===== config.mk =====
export PLATFORM = sky130hd
export DESIGN_NAME = sdram_burst_colgen
export DESIGN_NICKNAME = d
export VERILOG_FILES = /design/src/rtl/bcg_pkg.sv /design/src/rtl/bcg_mode_reg.sv /design/src/rtl/bcg_sequencer.sv /design/src/rtl/bcg_rd_delay.sv /design/src/rtl/sdram_burst_colgen.sv
export SDC_FILE = /design/constraint.sdc
export NUM_CORES = 1
export LEC_CHECK = 0
export ABC_AREA = 1
export BUFFER_PORTS_ARGS = -buffer_cell sky130_fd_sc_hd__buf_2
export CAP_MARGIN = 10
export CORE_AREA = 2 2 74 76
export DETAILED_ROUTE_END_ITERATION = 8
export DIE_AREA = 0 0 76 78
export GPL_TIMING_DRIVEN = 0
export PLACE_DENSITY = 0.73
export SETUP_SLACK_MARGIN = 0.05
export SLEW_MARGIN = 20
export SYNTH_ARGS = -nofsm -noshare
export SYNTH_HDL_FRONTEND = slang
export SYNTH_SLANG_ARGS = --single-unit

===== constraint.sdc =====
create_clock -name clk -period 4.45 [get_ports clk]
set_clock_uncertainty 0.1 [all_clocks]
set_input_delay 0.6675 -clock clk [delete_from_list [all_inputs] [get_ports clk]]
set_output_delay 0.6675 -clock clk [all_outputs]
set_load 0.005 [all_outputs]

===== src/rtl/bcg_pkg.sv =====
package bcg_pkg;

    // Deepest read latency the mode word can select
    localparam int MAX_LAT = 3;

    typedef enum logic [0:0] {
        ST_IDLE  = 1'b0,
        ST_BURST = 1'b1
    } seq_state_t;

    typedef struct packed {
        logic [1:0] len_log;    // log2 of burst length for lengths 1..8
        logic       full_page;  // whole column space, sequential
        logic       interleave; // XOR ordering
        logic       lat3;       // 1: latency 3, 0: latency 2
        logic       single_wr;  // writes are one beat
    } burst_cfg_t;

    localparam burst_cfg_t CFG_RESET = '{
        len_log:    2'd0,
        full_page:  1'b0,
        interleave: 1'b0,
        lat3:       1'b0,
        single_wr:  1'b0
    };

endpackage


===== src/rtl/bcg_mode_reg.sv =====
module bcg_mode_reg
    import bcg_pkg::*;
#(
    parameter int MODE_W = 12
) (
    input  logic              clk,
    input  logic              rst_n,
    input  logic              load,
    input  logic [MODE_W-1:0] value,
    output burst_cfg_t        cfg,
    output logic              err
);

    logic [2:0] len_code;
    logic [2:0] lat_code;
    logic       len_ok;
    logic       lat_ok;
    logic       pad_ok;
    logic       combo_ok;
    logic       word_ok;
    burst_cfg_t cfg_new;

    always_comb begin
        len_code = value[2:0];
        lat_code = value[6:4];
        len_ok   = (len_code[2] == 1'b0) || (len_code == 3'b111);
        lat_ok   = (lat_code == 3'b010) || (lat_code == 3'b011);
        pad_ok   = (value[8:7] == 2'b00) && (value[MODE_W-1:10] == '0);
        combo_ok = !((len_code == 3'b111) && value[3]);
        word_ok  = len_ok && lat_ok && pad_ok && combo_ok;

        cfg_new.len_log    = len_code[1:0];
        cfg_new.full_page  = (len_code == 3'b111);
        cfg_new.interleave = value[3];
        cfg_new.lat3       = lat_code[0];
        cfg_new.single_wr  = value[9];
    end

    always_ff @(posedge clk) begin
        if (!rst_n) begin
            cfg <= CFG_RESET;
            err <= 1'b0;
        end else if (load) begin
            err <= !word_ok;
            if (word_ok) begin
                cfg <= cfg_new;
            end
        end
    end

endmodule


===== src/rtl/bcg_sequencer.sv =====
module bcg_sequencer
    import bcg_pkg::*;
#(
    parameter int COL_W = 11
) (
    input  logic             clk,
    input  logic             rst_n,
    input  burst_cfg_t       cfg,
    input  logic             start,
    input  logic [COL_W-1:0] start_col,
    input  logic             start_wr,
    input  logic             stop,
    output logic [COL_W-1:0] col_addr,
    output logic             col_valid,
    output logic             col_last,
    output logic             rd_issue,
    output logic             lat3
);

    localparam logic [COL_W-1:0] ONE  = COL_W'(1);
    localparam logic [COL_W-1:0] ONES = '1;

    seq_state_t       state_q;
    seq_state_t       state_d;
    logic [COL_W-1:0] base_q;
    logic [COL_W-1:0] beat_q;
    logic [COL_W-1:0] mask_q;
    logic             full_q;
    logic             inter_q;
    logic             is_rd_q;
    logic             lat3_q;

    logic             load_new;
    logic             single;
    logic [COL_W-1:0] mask_new;
    logic             at_last;

    always_comb begin
        load_new = start && !stop;
        single   = start_wr && cfg.single_wr;
        if (single) begin
            mask_new = '0;
        end else if (cfg.full_page) begin
            mask_new = ONES;
        end else begin
            mask_new = (ONE << cfg.len_log) - ONE;
        end
        at_last = !full_q && (beat_q == mask_q);
    end

    // next-state decision
    always_comb begin
        state_d = state_q;
        unique case (state_q)
            ST_IDLE: begin
                if (load_new) state_d = ST_BURST;   // begin
            end
            ST_BURST: begin
                if (stop)          state_d = ST_IDLE;   // abort
                else if (start)    state_d = ST_BURST;  // restart
                else if (at_last)  state_d = ST_IDLE;   // finish
                else               state_d = ST_BURST;  // advance
            end
        endcase
    end

    // state register
    always_ff @(posedge clk) begin
        if (!rst_n) state_q <= ST_IDLE;
        else        state_q <= state_d;
    end

    // burst context
    always_ff @(posedge clk) begin
        if (!rst_n) begin
            base_q  <= '0;
            beat_q  <= '0;
            mask_q  <= '0;
            full_q  <= 1'b0;
            inter_q <= 1'b0;
            is_rd_q <= 1'b0;
            lat3_q  <= 1'b0;
        end else if (load_new) begin
            base_q  <= start_col;
            beat_q  <= '0;
            mask_q  <= mask_new;
            full_q  <= cfg.full_page && !single;
            inter_q <= cfg.interleave;
            is_rd_q <= !start_wr;
            lat3_q  <= cfg.lat3;
        end else if (state_q == ST_BURST) begin
            beat_q  <= beat_q + ONE;
        end
    end

    // outputs
    always_comb begin
        col_valid = (state_q == ST_BURST);
        if (inter_q) begin
            col_addr = (base_q & ~mask_q) | ((base_q ^ beat_q) & mask_q);
        end else begin
            col_addr = (base_q & ~mask_q) | ((base_q + beat_q) & mask_q);
        end
        col_last = col_valid && at_last;
        rd_issue = col_valid && is_rd_q;
        lat3     = lat3_q;
    end

endmodule


===== src/rtl/bcg_rd_delay.sv =====
module bcg_rd_delay #(
    parameter int DEPTH = 3
) (
    input  logic clk,
    input  logic rst_n,
    input  logic issue,
    input  logic sel_deep,
    output logic rd_valid
);

    logic [DEPTH-1:0] pipe;

    for (genvar i = 0; i < DEPTH; i++) begin : g_stage
        if (i == 0) begin : g_head
            always_ff @(posedge clk) begin
                if (!rst_n) pipe[0] <= 1'b0;
                else        pipe[0] <= issue;
            end
        end else begin : g_tail
            always_ff @(posedge clk) begin
                if (!rst_n) pipe[i] <= 1'b0;
                else        pipe[i] <= pipe[i-1];
            end
        end
    end

    assign rd_valid = sel_deep ? pipe[DEPTH-1] : pipe[DEPTH-2];

endmodule


===== src/rtl/sdram_burst_colgen.sv =====
module sdram_burst_colgen
    import bcg_pkg::*;
#(
    parameter int COL_W  = 11,
    parameter int MODE_W = 12
) (
    input  logic              clk,
    input  logic              rst_n,
    input  logic              mode_load,
    input  logic [MODE_W-1:0] mode_value,
    input  logic              start,
    input  logic [COL_W-1:0]  start_col,
    input  logic              start_wr,
    input  logic              stop,
    output logic [COL_W-1:0]  col_addr,
    output logic              col_valid,
    output logic              col_last,
    output logic              rd_valid,
    output logic              mode_err
);

    burst_cfg_t cfg;
    logic       rd_issue;
    logic       lat3;

    bcg_mode_reg #(.MODE_W(MODE_W)) u_mode (
        .clk   (clk),
        .rst_n (rst_n),
        .load  (mode_load),
        .value (mode_value),
        .cfg   (cfg),
        .err   (mode_err)
    );

    bcg_sequencer #(.COL_W(COL_W)) u_seq (
        .clk       (clk),
        .rst_n     (rst_n),
        .cfg       (cfg),
        .start     (start),
        .start_col (start_col),
        .start_wr  (start_wr),
        .stop      (stop),
        .col_addr  (col_addr),
        .col_valid (col_valid),
        .col_last  (col_last),
        .rd_issue  (rd_issue),
        .lat3      (lat3)
    );

    bcg_rd_delay #(.DEPTH(MAX_LAT)) u_rdly (
        .clk      (clk),
        .rst_n    (rst_n),
        .issue    (rd_issue),
        .sel_deep (lat3),
        .rd_valid (rd_valid)
    );

endmodule


==> flow_summary.json, run 1 <==
{
  "rsz0062_at_grt": "false",
  "slew_viol_final": 0,
  "drt-total-wl_mm": 6.29,
  "final_area_um2": 2900,
  "dpl_worst_slack_ps": 1720,
  "dieArea_um2": 5930,
  "maxSlewHeadroom_pct": 68.4,
  "first_pass_iters": 4,
  "synth_area_leaders": "dfxtp_1 35%, nand2_1 12%, a21oi_1 7.2%",
  "synthesis.area_um2": 2500,
  "hp-class": "reg -> reg",
  "clk_path_buf_depth": 2,
  "ir_worst_vdd_mv": 0.175,
  "die_w_um": 76,
  "coreArea_um2": 5040,
  "drc": 0,
  "clk_transition_reported_paths_ps": 90,
  "outcome": "complete, no violations",
  "post_cts_buffers": 0,
  "place_hpwl_mm": 5.01,
  "worstSetupStartpointType": "register",
  "yosysWarnings": 0,
  "p_comb_share_pct": 11.5,
  "setup_tns_ps": 0,
  "worst_setup_path_end_kind": "output pin",
  "syn_avg_cell_area_um2": 6.82,
  "clock_power_share_pct": 33.9,
  "powerDensity_nw_per_um2": 261,
  "numCtsBuffers": 5,
  "syn-instance-count": 367,
  "crit_type": "reg -> out",
  "clock.fmax_mhz": 328,
  "n_antenna_cell": 0,
  "yosysMostFrequentCell": "nand2_1",
  "worstHoldStart": "u_rdly.pipe[1]$_SDFF_PN0_",
  "placed_area_um2": 2810,
  "cap_violations": 0,
  "cpMostUsedCell": "nand3_1",
  "cts_max_level": 2,
  "root_buffer": "clkbuf_8",
  "num_vias": 2518,
  "grt_pass1_vias": 2334,
  "boundaryPins": 44,
  "required_ps": 3680,
  "drtAntennaViolNets": 0,
  "endpoint": "col_addr[10]",
  "reg2reg_to": "u_seq.beat_q[10]$_SDFFE_PP0P_",
  "ys_seq_elements": 44,
  "setup_viol": 0,
  "synth_nets": 409,
  "swShare_pct": 27.2,
  "max_stage_delay_ps": 460,
  "vias_per_cell": 5.16,
  "syn_to_final_growth_pct": 15.6,
  "p_leak_uw": 0.00136,
  "grt_usage_pct": 22.1,
  "cts_tree": "yes",
  "cts_resized": 0,
  "gp_congestion": 0.930,
  "detail_route.iter0.violations": 214,
  "yosysUniqueCellTypes": 34,
  "synthTopCellsByCount": "79 x nand2_1, 47 x inv_1, 44 x dfxtp_1, 36 x a21oi_1, 36 x o21ai_0",
  "worst_slack_ps": 1400,
  "reg2reg_slack_ps": 2780,
  "final_hold_viol_count": 0,
  "r2r_cells": 8,
  "layout-drive-gt1-share_pct": 15.3,
  "net-switching-power_uw": 206,
  "insertion_delay_ps": 300,
  "slowest_stage": "dfxtp_1",
  "fp.dieH_um": 78,
  "routedWlPerCell_um": 12.9,
  "grt_antenna_before_repair": 0,
  "yosysTopAreaCell": "dfxtp_1",
  "post-route-period-util_pct": 68.5,
  "internal_power_uw": 550,
  "crit_chain": "ha_1 -> inv_1 -> fa_1 -> inv_1 -> nand2_1 -> nand3_1 -> nand3_1 -> nand3_1 -> nand3_1 -> nand2_1 -> nand2_1 -> buf_2",
  "r2r_start": "u_seq.beat_q[1]$_SDFFE_PP0P_",
  "holdBufCountCts": 0,
  "async_flop_share_pct": 0,
  "pwr-share-seq_pct": 54.5,
  "initial_core_util_pct": 49.7,
  "clock-sinks": 44,
  "fin_crit_ps": 3050,
  "seq_area_frac_synth_pct": 35.2,
  "placementRows": 26,
  "io_buffers": 43,
  "synth_edf_count": 0,
  "yosysTopAreaCellShare_pct": 35.2,
  "crit_fanout": 6,
  "nNetsFinal": 459,
  "grt_start_max_net_pins": 15,
  "tightest_slew_ps": 473,
  "grt_pass1_wl_mm": 10.7,
  "overflow": 0,
  "crit_start": "u_seq.beat_q[0]$_SDFFE_PP0P_",
  "synthFlopType": "dfxtp_1",
  "cp.arrival_ps": 2280
}
-- layout make-up --
| type | count | area, µm² |
|---|---|---|
| buffer | 9 | 48.8 |
| clock buffer | 6 | 72.6 |
| clock inverter | 2 | 16.3 |
| fill | 509 | 2150 |
| inverter | 48 | 180 |
| multi-input combinational | 266 | 1390 |
| sequential | 44 | 881 |
| tap | 70 | 87.6 |
| timing repair buffer | 43 | 215 |
-- flip-flops by register name, summed over array words and instances, names as in the netlist --
name	count
u_seq.col_valid	1
u_rdly.pipe	3
u_seq.base_q	11
u_mode.cfg	6
u_seq.lat3	1
u_seq.mask_q	7
u_mode.err	1
u_seq.full_q	1
u_seq.beat_q	11
u_seq.is_rd_q	1
u_seq.inter_q	1
-- worst max-delay path: cells and delay by family (launching register included) --
kind                       cells  cell delay (ps)
buffers and inverters          3              300
and+or+nand+nor                7              610
DFF                            1              460
adders and majority gates      2              610
-- how the worst min path moves through the flow --
stage	endpoint	cells after the start	slack [ps]
2_1_floorplan	u_rdly.pipe[1]$_SDFF_PN0_	2	290
3_3_place_gp	u_rdly.pipe[2]$_SDFF_PN0_	2	320
3_5_place_dp	u_rdly.pipe[1]$_SDFF_PN0_	2	310
4_1_cts	u_rdly.pipe[1]$_SDFF_PN0_	2	340
5_1_grt	u_rdly.pipe[0]$_SDFF_PN0_	2	380
6_report	u_rdly.pipe[2]$_SDFF_PN0_	2	340
-- cell usage in the layout (no fill, tap or decap), types with 2 or more instances in the layout --
cell | Yosys | routed
a21oi_1 | 36 | 36
buf_2 | 3 | 46
clkbuf_1 | 4 | 5
clkbuf_8 | 0 | 5
dfxtp_1 | 44 | 44
ha_1 | 12 | 12
inv_1 | 47 | 47
nand2_1 | 79 | 79
nand2_2 | 2 | 2
nand3_1 | 30 | 30
nand4_1 | 5 | 5
nor2_1 | 33 | 33
nor3_1 | 11 | 11
nor4_1 | 2 | 2
o21ai_0 | 36 | 36
xor2_1 | 4 | 4
-- per-layer routing --
metal	track usage [%]	part of all wire, %	up-vias
li1	-	-	1310
met1	28.6	48	1112
met2	37.8	45	83
met3	4.42	6.0	13
met4	5.64	1.7	0
met5	0	0	-
-- through the flow --
stage / cells / total power [µW] / hold WS, ps / utilization, %
final: 488 / 756 / 341 / 57.4
after global routing: 488 / 788 / 383 / 57.4
after CTS: 488 / 759 / 336 / 57.4
after detailed placement: 480 / 508 / 313 / 55.7
after global placement: 480 / 507 / 322 / 55.7
after floorplan: 367 / 468 / 290 / -
-- cells by family (layout without fill, tap and decap cells) --
group	count (synthesis)	after routing	synth area share, %
xor+xnor	5	5	1.75
fa+ha+maj	13	13	6.80
simple gates	169	169	30.2
buf+inv	57	108	9.15
flops	44	44	35.2
mux	1	1	0.450
compound gates	78	78	16.4
-- power by group through the flow --
stage / Sequential [µW] / Combinational (µW) / Clock (µW)
3_3_place_gp: 421 / 85.8 / 0
2_1_floorplan: 418 / 50.3 / 0
4_1_cts: 412 / 87.5 / 259
3_5_place_dp: 421 / 86.8 / 0
6_report: 412 / 87.2 / 257
5_1_grt: 414 / 99.1 / 275
Note: power is estimated with default switching activity, not from simulation.
==> run 2: changes to the inputs <==
==> constraint.sdc (replaced) <==
create_clock -name clk -period 3 [get_ports clk]
set_clock_uncertainty 0.1 [all_clocks]
set_input_delay 0.45 -clock clk [delete_from_list [all_inputs] [get_ports clk]]
set_output_delay 0.45 -clock clk [all_outputs]
set_load 0.005 [all_outputs]
==> run 2 against run 1 <==
Net effect: first-iteration DRC count stayed put; final area hardly changed; final cell count stayed put; non-clock buffer count stayed put; utilization hardly changed; hold slack worse by 73 ps; setup slack worse by 1200 ps; sequential share of layout area hardly changed; register-to-register slack worse by 1400 ps; combinational power is 48% higher.
==> flow_summary.json, run 2 (synthesis gave the netlist of run 1 again) <==
{
  "syn_to_final_growth_pct": 15.7,
  "dieArea_um2": 5930,
  "required_ps": 2450,
  "clk_transition_reported_paths_ps": 90,
  "drc": 0,
  "cts_max_level": 2,
  "grt_pass1_wl_mm": 10.7,
  "p_leak_uw": 0.00136,
  "num_vias": 2518,
  "cp.arrival_ps": 2210,
  "regArea_um2": 882,
  "dpl_worst_slack_ps": 483,
  "detail_route.iter0.violations": 214,
  "grt_usage_pct": 22.1,
  "setup_viol": 0,
  "wl_met1_mm": 2.99,
  "maxSlewHeadroom_pct": 68.4,
  "crit_chain": "inv_1 -> fa_1 -> inv_1 -> nand2_1 -> nand3_1 -> nand3_1 -> nand3_1 -> nand3_1 -> nand2_1 -> nand2_1 -> buf_2",
  "wl_met3_um": 379,
  "fp.dieH_um": 78,
  "fin_crit_ps": 2760,
  "tightest_slew_ps": 473,
  "crit_type": "reg -> out",
  "post-route-period-util_pct": 91.9,
  "setup_tns_ps": 0,
  "grt_pass1_vias": 2334,
  "worst_slack_ps": 244,
  "coreArea_um2": 5040,
  "routedWlPerCell_um": 12.9,
  "insertion_delay_ps": 300,
  "grt_antenna_before_repair": 0,
  "clock.fmax_mhz": 363,
  "multi_input_area_um2": 1390,
  "nNetsFinal": 459,
  "slew_viol_final": 0,
  "drtAntennaViolNets": 0,
  "initial_core_util_pct": 49.7,
  "fill_cells": 509,
  "clk_path_buf_depth": 2,
  "numCtsBuffers": 5,
  "first_pass_iters": 4,
  "overflow": 0,
  "drt-total-wl_mm": 6.29,
  "root_buffer": "clkbuf_8",
  "rsz0062_at_grt": "false",
  "top_regs": "u_seq.base_q x11, u_seq.beat_q x11, u_seq.mask_q x7",
  "top_layer": "met4",
  "io_buffers": 43,
  "grt_start_max_net_pins": 15,
  "max_stage_delay_ps": 470,
  "outcome": "complete, no violations",
  "crit_fanout": 7,
  "hp-class": "in -> reg",
  "worst_setup_path_end_kind": "output pin",
  "cap_violations": 0,
  "clock-sinks": 44,
  "boundaryPins": 44,
  "worstSetupStartpointType": "register",
  "cts_tree": "yes",
  "vias_per_cell": 5.16,
  "slowest_stage": "dfxtp_1",
  "final_common_cell": "nand2_1",
  "n_antenna_cell": 0,
  "powerDensity_nw_per_um2": 387,
  "met2WireLength_mm": 2.81,
  "mostFrequentLayoutCells": "79 x nand2_1, 47 x inv_1, 46 x buf_2",
  "layout-drive-gt1-share_pct": 15.6,
  "final_hold_viol_count": 0,
  "gp_congestion": 0.930,
  "placementRows": 26,
  "place_hpwl_mm": 5.01,
  "ir_worst_vdd_mv": 0.260,
  "reg2reg_slack_ps": 1330,
  "die_w_um": 76,
  "cpMostUsedCell": "nand3_1"
}
run 2: what timing repair did:
action,in CTS,in global routing
hold endpoints to repair,0,0
endpoints found under the setup margin,0,3
gates resized for setup,0,1
buffers inserted,0,0
hold buffers,0,0
run 2: power breakdown:
part | internal [µW] | total (µW) | switching [µW]
logic | 51.9 | 129 | 77.5
registers | 599 | 612 | 13.4
clock network | 166 | 381 | 215
run 2: worst max-delay path, delay by kind of cell, from the launching register on:
kind,cells,cell delay (ps)
buffers and inverters,3,370
flip-flops,1,470
AND/OR/NAND/NOR,7,610
adder cells (fa/ha/maj),1,470
run 2: per-stage QoR:
stage	cells	instance area (µm²)	util (%)	power, µW	hold WS (ps)
3_5_place_dp	480	2810	55.7	754	313
6_report	488	2900	57.4	1120	268
5_1_grt	488	2900	57.4	1170	275
4_1_cts	488	2900	57.4	1130	267
3_3_place_gp	480	2810	55.7	752	322
2_1_floorplan	367	2500	-	695	290
run 2: layer usage:
metal | track usage [%] | vias to the layer above
met5 | 0 | -
met4 | 5.64 | 0
met3 | 4.42 | 13
met2 | 37.8 | 83
met1 | 28.6 | 1112
li1 | - | 1310
run 2: final timing paths:
kind	start	to	depth (start not counted)
setup reg to reg	u_seq.beat_q[1]$_SDFFE_PP0P_	u_seq.beat_q[10]$_SDFFE_PP0P_	8
hold reg to reg	u_rdly.pipe[1]$_SDFF_PN0_	u_rdly.pipe[2]$_SDFF_PN0_	2
hold / removal	start_col[4]	u_seq.base_q[4]$_SDFFE_PN0P_	3
setup / recovery	u_seq.beat_q[1]$_SDFFE_PP0P_	col_addr[10]	11
run 2: cell type report:
| class | count | area share, % |
|---|---|---|
| Buffer | 9 | 1.68 |
| Timing Repair Buffer | 43 | 7.43 |
| Inverter | 48 | 6.22 |
| Clock buffer | 6 | 2.51 |
| Clock inverter | 2 | 0.562 |
| Sequential cell | 44 | 30.5 |
| Tap cell | 70 | 3.02 |
| Multi-Input combinational cell | 266 | 48.1 |
==> run 3: changes to the inputs <==
--- a/config.mk
+++ b/config.mk
@@ -12,7 +12,8 @@
 export DETAILED_ROUTE_END_ITERATION = 8
 export DIE_AREA = 0 0 76 78
 export GPL_TIMING_DRIVEN = 0
-export PLACE_DENSITY = 0.73
+export MAX_ROUTING_LAYER = met4
+export PLACE_DENSITY = 0.75
 export SETUP_SLACK_MARGIN = 0.05
 export SLEW_MARGIN = 20
 export SYNTH_ARGS = -nofsm -noshare
==> run 3 against run 2 <==
Net effect: clock power is 26% higher; total power is 9.0% higher; setup slack worse by 18 ps; register-to-register slack hardly changed; final area is 0.95% higher; largest cell class unchanged.
==> flow_summary.json, run 3 (synthesis gave the netlist of run 1 again) <==
{
  "outcome": "complete, no violations",
  "die_w_um": 76,
  "numCtsBuffers": 5,
  "net-switching-power_uw": 321,
  "io_buffers": 43,
  "hp-class": "in -> reg",
  "tightest_slew_ps": 475,
  "clk_path_buf_depth": 2,
  "grt_antenna_before_repair": 0,
  "placementRows": 26,
  "worst_slack_ps": 226,
  "detail_route.iter0.violations": 185,
  "cts_tree": "yes",
  "routedWlPerCell_um": 13.3,
  "dpl_worst_slack_ps": 511,
  "swShare_pct": 26.3,
  "n_antenna_cell": 0,
  "post-route-period-util_pct": 92.5,
  "insertion_delay_ps": 310,
  "crit_type": "reg -> out",
  "slew_viol_final": 0,
  "post_cts_buffers": 0,
  "cp.arrival_ps": 2220,
  "grt_pass1_wl_mm": 10.9,
  "rsz0062_at_grt": "false",
  "nNetsFinal": 459,
  "powerDensity_nw_per_um2": 418,
  "pwr-share-seq_pct": 50.1,
  "p_comb_share_pct": 10.6,
  "dieArea_um2": 5930,
  "cts_max_level": 2,
  "drc": 0,
  "required_ps": 2450,
  "r2r_start": "u_seq.mask_q[8]$_SDFFE_PN0P_",
  "fin_crit_ps": 2770,
  "num_vias": 2573,
  "fill_cells": 477,
  "fp.dieH_um": 78,
  "setup_viol": 0,
  "internal_power_uw": 902,
  "maxSlewHeadroom_pct": 68.4,
  "worstHoldStart": "start_col[9]",
  "hold_depth": 3,
  "holdBufCountCts": 0,
  "first_pass_iters": 5,
  "fin_hold_ws_ps": 256,
  "initial_core_util_pct": 49.7,
  "root_buffer": "clkbuf_8",
  "r2r_cells": 8,
  "reg2reg_slack_ps": 1320,
  "p_leak_uw": 0.00137,
  "vias_per_cell": 5.27,
  "cts_resized": 0,
  "setup_tns_ps": 0,
  "overflow": 0,
  "mostFrequentLayoutCells": "79 x nand2_1, 47 x inv_1, 46 x buf_2",
  "gp_congestion": 0.949,
  "clock-sinks": 44,
  "clock_power_share_pct": 39.3,
  "worst_setup_path_end_kind": "output pin",
  "grt_usage_pct": 23.4,
  "top_regs": "u_seq.base_q x11, u_seq.beat_q x11, u_seq.mask_q x7",
  "holdPathEnd": "u_seq.base_q[9]$_SDFFE_PN0P_",
  "boundaryPins": 44,
  "reg2reg_to": "u_seq.col_valid$_SDFF_PN0_",
  "ir_worst_vdd_mv": 0.291,
  "crit_fanout": 6,
  "clk_transition_reported_paths_ps": 90,
  "syn_to_final_growth_pct": 16.8,
  "worstSetupStartpointType": "register",
  "final_common_cell": "nand2_1",
  "coreArea_um2": 5040,
  "drt-total-wl_mm": 6.47,
  "final_hold_viol_count": 0,
  "drtAntennaViolNets": 0,
  "clock.fmax_mhz": 360,
  "grt_pass1_vias": 2426,
  "layout-drive-gt1-share_pct": 16.0,
  "cap_violations": 0,
  "place_hpwl_mm": 5.00,
  "grt_start_max_net_pins": 16
}
-- run 3: through the flow --
stage               power [µW]  instance area, µm²  util [%]  instances
floorplan                  695                2500         -        367
global placement           751                2810      55.7        480
detailed placement         754                2810      55.7        480
CTS                       1230                2920      57.9        488
global route              1270                2920      58.0        488
finish                    1220                2920      58.0        488
-- run 3: worst max-delay path by stage --
stage / depth (start not counted) / slack [ps] / end / from
final: 12 / 230 / col_addr[10] / u_seq.beat_q[0]$_SDFFE_PP0P_
after global routing: 13 / 50 / col_addr[10] / u_seq.beat_q[0]$_SDFFE_PP0P_
after CTS: 12 / 160 / col_addr[10] / u_seq.beat_q[0]$_SDFFE_PP0P_
after detailed placement: 12 / 510 / col_addr[10] / u_seq.beat_q[0]$_SDFFE_PP0P_
after global placement: 12 / 530 / col_addr[10] / u_seq.beat_q[0]$_SDFFE_PP0P_
after floorplan: 12 / 870 / col_addr[10] / u_seq.beat_q[0]$_SDFFE_PP0P_
-- run 3: area by class of cell --
cell class	count	area (µm²)	area share, %
multi-input combinational	266	1390	47.7
sequential	44	883	30.2
timing repair buffer	43	215	7.36
inverter	48	180	6.16
tap	70	87.6	3.00
clock buffer	5	68.8	2.35
buffer	9	48.8	1.67
clock inverter	3	46.3	1.58
-- run 3: worst max-delay path: stages, from the launching register on --
cell	delay, ps
dfxtp_2	400
ha_1	190
inv_1	60
fa_1	410
inv_1	140
nand2_1	70
nand3_1	120
nand3_1	110
nand3_1	110
nand3_1	80
nand2_1	60
nand2_1	40
buf_2	120
-- run 3: power groups by stage --
stage,Combinational (µW),Sequential (µW),Clock (µW)
2_1_floorplan,74.7,620,0
3_3_place_gp,126,625,0
3_5_place_dp,129,625,0
4_1_cts,130,612,485
5_1_grt,147,614,504
6_report,130,612,480
-- run 3: layer usage --
layer  up-vias  wire length, µm  global-route usage, %
met5         -                0                      -
met4         0               68                   6.55
met3         7              337                   3.49
met2        77             3120                   41.1
met1      1173             2940                   28.3
li1       1316                -                      -
